==> config.mk <==
export PLATFORM = sky130hd
export DESIGN_NAME = twophase_clkgen
export DESIGN_NICKNAME = d
export VERILOG_FILES = /design/src/rtl/twophase_pkg.sv /design/src/rtl/tp_phase_seq.sv /design/src/rtl/tp_sync_chain.sv /design/src/rtl/tp_strobe.sv /design/src/rtl/twophase_clkgen.sv
export SDC_FILE = /design/constraint.sdc
export NUM_CORES = 1
export LEC_CHECK = 0
export ABC_AREA = 1
export ABC_CLOCK_PERIOD_IN_PS = 3100
export BUFFER_PORTS_ARGS = -buffer_cell sky130_fd_sc_hd__buf_2
export CAP_MARGIN = 25
export CORE_AREA = 2 2 39 41
export CTS_BUF_LIST = sky130_fd_sc_hd__clkbuf_4 sky130_fd_sc_hd__clkbuf_8 sky130_fd_sc_hd__clkbuf_16
export CTS_CLUSTER_DIAMETER = 50
export DETAILED_ROUTE_END_ITERATION = 8
export DIE_AREA = 0 0 41 43
export PLACE_DENSITY = 0.64
export RECOVER_POWER = 50
export SLEW_MARGIN = 30
export SYNTH_ARGS = -nofsm -noshare
export SYNTH_HDL_FRONTEND = slang
export SYNTH_HIERARCHICAL = 1
export SYNTH_SLANG_ARGS = --single-unit
==> constraint.sdc <==
create_clock -name clk -period 3.1 [get_ports clk]
set_input_delay 0.465 -clock clk [delete_from_list [all_inputs] [get_ports clk]]
set_output_delay 0.465 -clock clk [all_outputs]
set_load 0.02 [all_outputs]
==> src/rtl/twophase_pkg.sv <==
package twophase_pkg;

   typedef struct packed {
      logic p1;
      logic p2;
   } phase_pair_t;

   // Phase decode for a given count position within the cycle.
   function automatic phase_pair_t phase_at(int pos, int p1_len, int p2_len);
      phase_pair_t r;
      r.p1 = (pos < p1_len);
      r.p2 = (pos >= p1_len) && (pos < p1_len + p2_len);
      return r;
   endfunction

endpackage

==> src/rtl/tp_phase_seq.sv <==
module tp_phase_seq #(
   parameter int DIV            = 9,
   parameter int PH1_LEN        = 2,
   parameter int PH2_LEN        = 5,
   parameter bit TTL_REGISTERED = 1'b1
) (
   input  logic clk,
   input  logic rst,
   output logic ph1,
   output logic ph2,
   output logic ph2_ttl,
   output logic in_ph1_next,
   output logic p2_fall_tick
);
   import twophase_pkg::*;

   localparam int CW = (DIV > 1) ? $clog2(DIV) : 1;
   localparam logic [CW-1:0] LAST_C  = CW'(DIV - 1);
   localparam logic [CW-1:0] FALL_C  = CW'(PH1_LEN + PH2_LEN);

   initial begin
      assert (PH1_LEN >= 1 && PH2_LEN >= 1)
         else $error("tp_phase_seq: phase lengths must be at least 1");
      assert (PH1_LEN + PH2_LEN < DIV)
         else $error("tp_phase_seq: no dead time left in the cycle");
   end

   logic [CW-1:0] cnt_q;
   phase_pair_t   dec;
   logic          ph1_q, ph2_q;

   always_comb dec = phase_at(int'(cnt_q), PH1_LEN, PH2_LEN);

   always_ff @(posedge clk) begin
      if (rst) begin
         cnt_q <= '0;
         ph1_q <= 1'b0;
         ph2_q <= 1'b0;
      end else begin
         cnt_q <= (cnt_q == LAST_C) ? '0 : cnt_q + 1'b1;
         ph1_q <= dec.p1;
         ph2_q <= dec.p2;
      end
   end

   assign ph1          = ph1_q;
   assign ph2          = ph2_q;
   assign in_ph1_next  = dec.p1;
   assign p2_fall_tick = (cnt_q == FALL_C);

   generate
      if (TTL_REGISTERED) begin : g_ttl_reg
         logic ttl_q;
         always_ff @(posedge clk) begin
            if (rst) ttl_q <= 1'b0;
            else     ttl_q <= dec.p2;
         end
         assign ph2_ttl = ttl_q;
      end else begin : g_ttl_wire
         assign ph2_ttl = ph2_q;
      end
   endgenerate

endmodule

==> src/rtl/tp_sync_chain.sv <==
module tp_sync_chain #(
   parameter int   STAGES    = 2,
   parameter logic RESET_VAL = 1'b1
) (
   input  logic clk,
   input  logic rst,
   input  logic en,
   input  logic d,
   output logic q
);
   initial begin
      assert (STAGES >= 1) else $error("tp_sync_chain: STAGES must be at least 1");
   end

   logic [STAGES-1:0] chain_q;

   always_ff @(posedge clk) begin
      if (rst)     chain_q[0] <= RESET_VAL;
      else if (en) chain_q[0] <= d;
   end

   generate
      for (genvar i = 1; i < STAGES; i++) begin : g_stage
         always_ff @(posedge clk) begin
            if (rst)     chain_q[i] <= RESET_VAL;
            else if (en) chain_q[i] <= chain_q[i-1];
         end
      end
   endgenerate

   assign q = chain_q[STAGES-1];

endmodule

==> src/rtl/tp_strobe.sv <==
module tp_strobe (
   input  logic clk,
   input  logic rst,
   input  logic tick,
   input  logic in_ph1_next,
   input  logic sync_in,
   input  logic rdy_in,
   output logic stb_n,
   output logic rdy_out
);
   logic armed_q, stb_n_q, rdy_q;

   always_ff @(posedge clk) begin
      if (rst) begin
         armed_q <= 1'b0;
         stb_n_q <= 1'b1;
         rdy_q   <= 1'b0;
      end else begin
         if (tick) begin
            armed_q <= sync_in;
            rdy_q   <= rdy_in;
         end
         stb_n_q <= ~(armed_q & in_ph1_next);
      end
   end

   assign stb_n   = stb_n_q;
   assign rdy_out = rdy_q;

endmodule

==> src/rtl/twophase_clkgen.sv <==
module twophase_clkgen #(
   parameter int DIV            = 9,
   parameter int PH1_LEN        = 2,
   parameter int PH2_LEN        = 5,
   parameter int RST_STAGES     = 2,
   parameter bit TTL_REGISTERED = 1'b1
) (
   input  logic clk,
   input  logic rst,
   input  logic btn_rst_n,
   input  logic rdy_in,
   input  logic sync_in,
   output logic ph1,
   output logic ph2,
   output logic ph2_ttl,
   output logic osc_out,
   output logic rst_out,
   output logic rdy_out,
   output logic stb_n
);
   logic ph1_next, fall_tick;

   tp_phase_seq #(
      .DIV(DIV), .PH1_LEN(PH1_LEN), .PH2_LEN(PH2_LEN),
      .TTL_REGISTERED(TTL_REGISTERED)
   ) u_seq (
      .clk(clk), .rst(rst),
      .ph1(ph1), .ph2(ph2), .ph2_ttl(ph2_ttl),
      .in_ph1_next(ph1_next), .p2_fall_tick(fall_tick)
   );

   tp_sync_chain #(.STAGES(RST_STAGES), .RESET_VAL(1'b1)) u_rst_sync (
      .clk(clk), .rst(rst), .en(fall_tick), .d(~btn_rst_n), .q(rst_out)
   );

   tp_strobe u_stb (
      .clk(clk), .rst(rst), .tick(fall_tick), .in_ph1_next(ph1_next),
      .sync_in(sync_in), .rdy_in(rdy_in), .stb_n(stb_n), .rdy_out(rdy_out)
   );

   assign osc_out = clk;

endmodule

# Yosys cells after proc, flatten, opt, wreduce, memory -nomap -nowiden
# Index checks and enable logic that the tools add are counted.
# op_classes
n_addsub	1
magnitude_cmp	3
n_eq_ne	2
n_bitwise	3
reduce_logical	2
# ops
operator	count
4-bit by 1-bit adder with 4-bit output, second input constant	1
4-bit by 3-bit == test with 1-bit output, second input constant	1
4-bit == test, second input constant	1
4-bit by 2-bit greater-or-equal comparator with 1-bit output, second input constant	1
4-bit by 2-bit less-than comparator with 1-bit output, second input constant	1
4-bit by 3-bit less-than comparator with 1-bit output, second input constant	1
1-bit inverter	2
2-bit OR reduction	1
1-bit bitwise AND	1
1-bit logical AND	1
# word_totals
regBits	11
inputBits	5
out_inout_bits	7
elab_cells	19

# Longest topological paths before layout
# depth
depth_word	3
ltp_mapped	6
mapped_depth_nobuf	6

# By module
# The synthesis kept the hierarchy.
# modules_own_cells
mod	instances	cells_each	area_per_inst_um2	seq_area_each_um2
tp_phase_seq	1	36	290.3	120.1
tp_strobe	1	15	106.4	60.1
tp_sync_chain	1	10	72.6	40.0
twophase_clkgen	1	2	11.3	0.0

==> metrics.cfg <==
[logic_synthesis]
synth_area_leaders=dfxtp_1 (46%), inv_1 (12%), nand2_1 (8.6%)
synth_nets=71
yosys.area_share.simple=0.268
yosysTopAreaCell=dfxtp_1
synth_xor_area_frac=0.0182
synth_compound_area_frac=0.0286
synth_area_per_cell_um2=7.63
synthMuxAreaShare=0
synth_top_area_frac=0.458
synthAdderAreaFrac=0.0781
netlist_area_um2=480
synthCells=63
synth_cell_types=14
yosys_warnings=6
ys_ff_latch=11
ys_seq_area_frac=0.458
synth_top_family_by_area=simple AND/OR/NAND/NOR gates

[drt]
drt-initial-drc-count=4
m1WireLength_um=337
drt-vias-per-instance=4.24
totalWireLength_um=726
wl_met3_um=77
drc=0
num_vias=403
postRouteAntennaNets=0
firstDrtPassIters=4
wl_per_cell_um=7.64
top_layer=met4
met2WireLength_um=299

[placed_design]
hpwlAfterDp_um=540
place_ws_ns=0.950
gp_congestion=0.713
port_buffers=11
dpl.cell_count=88

[pwr]
leakagePower_nw=0.306
pwr-share-clk=0.501
switching_power_mw=0.104
p_int_mw=0.271
seqPwrFrac=0.410
combPwrFrac=0.089
peakVddDrop_v=0.000499
p_per_area_nw_per_um2=641
switching_share=0.277

[worst_setup_path]
regToRegStartpoint=u_seq/cnt_q[1]$_SDFF_PP0_
cp-end-kind=output port
crit_type=clk2out
r2r_cells=6
cp_common_cell=clkbuf_4
crit_required_ns=2.63
critPathMaxFanout=2
startpoint=clk
worstPathCellList=clkbuf_4 -> clkbuf_4 -> buf_2
regToRegSetupSlack_ns=1.76
slowest_delay_ns=0.15
reg2reg_to=u_rst_sync/q$_SDFFE_PP1P_
cpMaxStageDelayCell=buf_2
cp.arrival_ns=1.92
start_kind=clock port

[clocking]
tritoncts=done
cts_setup_buffers=0
cts_resized=0
clk_pin_slew_ns=0.07
clk_latency_ns=0.38
cts_hold_buf=0

[timing]
fin_skew_ns=0.00472
whs_ns=0.288
tns_ns=0
tightest_slew_ns=0.386
setup_violations=0
slew_viol_final=0
slew_headroom=0.742
final.setup.worst_slack_ns=0.714
rsz0062_at_grt=no
hold_viol=0

[min_path]
hold_end=u_seq/ph1$_SDFF_PP0_
worstHoldStart=rst
min_path_cells=2
hold_class=in2reg

[floorplan]
rows=14
die_x_um=41
start_util=0.347
io_pins=12
die_area_um2=1760
die_h_um=43
core_um2=1380

[finish]
diodes=0
register_area_um2=220
mostFrequentLayoutCell=inv_1
final_nets=88
synthToLayoutAreaGrowth_pct=21.6
layout_common_cells=inv_1 (15), nand2_1 (12), dfxtp_1 (11), buf_2 (9), nor2_1 (9)
drive_gt1_frac=0.228
multi_input_area_um2=183
final_cells=95
n_fill_cell=148

[global_route]
grt_pass1_wl_mm=1.17
antenna_found_initial=0
grt_max_degree=8
grt_overflow=0
grt_usage=0.117
grt_pass1_vias=306

[flow_run]
drv_cap=0

[status]
status=finished, final reports clean

-- worst max path at each step --
stage	end	slack (ns)	cells past startpoint
floorplan	osc_out	0.95	1
global placement	osc_out	0.95	1
detailed placement	osc_out	0.95	1
CTS	osc_out	0.70	3
global route	osc_out	0.71	3
finish	osc_out	0.71	3
-- power by group through the flow --
stage / Sequential, mW / Combinational, mW / Clock [mW]
2_1_floorplan: 0.161 / 0.0218 / 0.0377
3_3_place_gp: 0.157 / 0.0341 / 0.0301
3_5_place_dp: 0.157 / 0.0344 / 0.0301
4_1_cts: 0.154 / 0.0346 / 0.199
5_1_grt: 0.155 / 0.0385 / 0.210
6_report: 0.154 / 0.0332 / 0.188
-- flip-flops by register name (all words and copies together) (netlist names) --
name / flops
u_seq/ph1: 1
u_rst_sync/q: 1
u_stb/stb_n: 1
u_seq/cnt_q: 4
u_seq/ph2_ttl: 1
u_rst_sync/chain_q: 1
u_stb/armed_q: 1
u_stb/rdy_out: 1
-- cell usage after synthesis --
cell      n
inv_1    15
xnor2_1   1
nand4_1   1
nand3_1   5
o21ai_0   1
nand3_2   1
nor2_1    9
nand2_1  11
dfxtp_1  11
ha_1      3
a21oi_2   1
nand2_2   1
nor2_2    1
buf_4     2
-- critical path: cells and delay by family --
kind,cells,cell delay (ns)
buf+inv,3,0.38
-- kinds of logic after synthesis --
logic type | count (synthesis)
AOI/OAI and AO/OA | 2
DFF | 11
adders and majority gates | 3
and+or+nand+nor | 29
xor gates and xnor gates | 1
buffers and inverters | 17
-- final cells by class --
type | count | area share
Timing Repair Buffer | 10 | 0.0814
Inverter | 15 | 0.0964
Sequential cell | 11 | 0.377
Clock buffer | 8 | 0.0985
Tap cell | 16 | 0.0343
Multi-Input combinational cell | 35 | 0.313
-- through the flow --
step	area, µm²	util	power [mW]
2_1_floorplan	480	-	0.220
3_3_place_gp	541	0.391	0.221
3_5_place_dp	541	0.391	0.222
4_1_cts	593	0.429	0.387
5_1_grt	584	0.422	0.403
6_report	584	0.422	0.375
-- metal layers --
metal,track usage,up-vias
met5,0,-
met4,0.127,0
met3,0.126,3
met2,0.113,17
met1,0.120,166
li1,-,217
No activity file was read; power rests on OpenSTA's default activity.
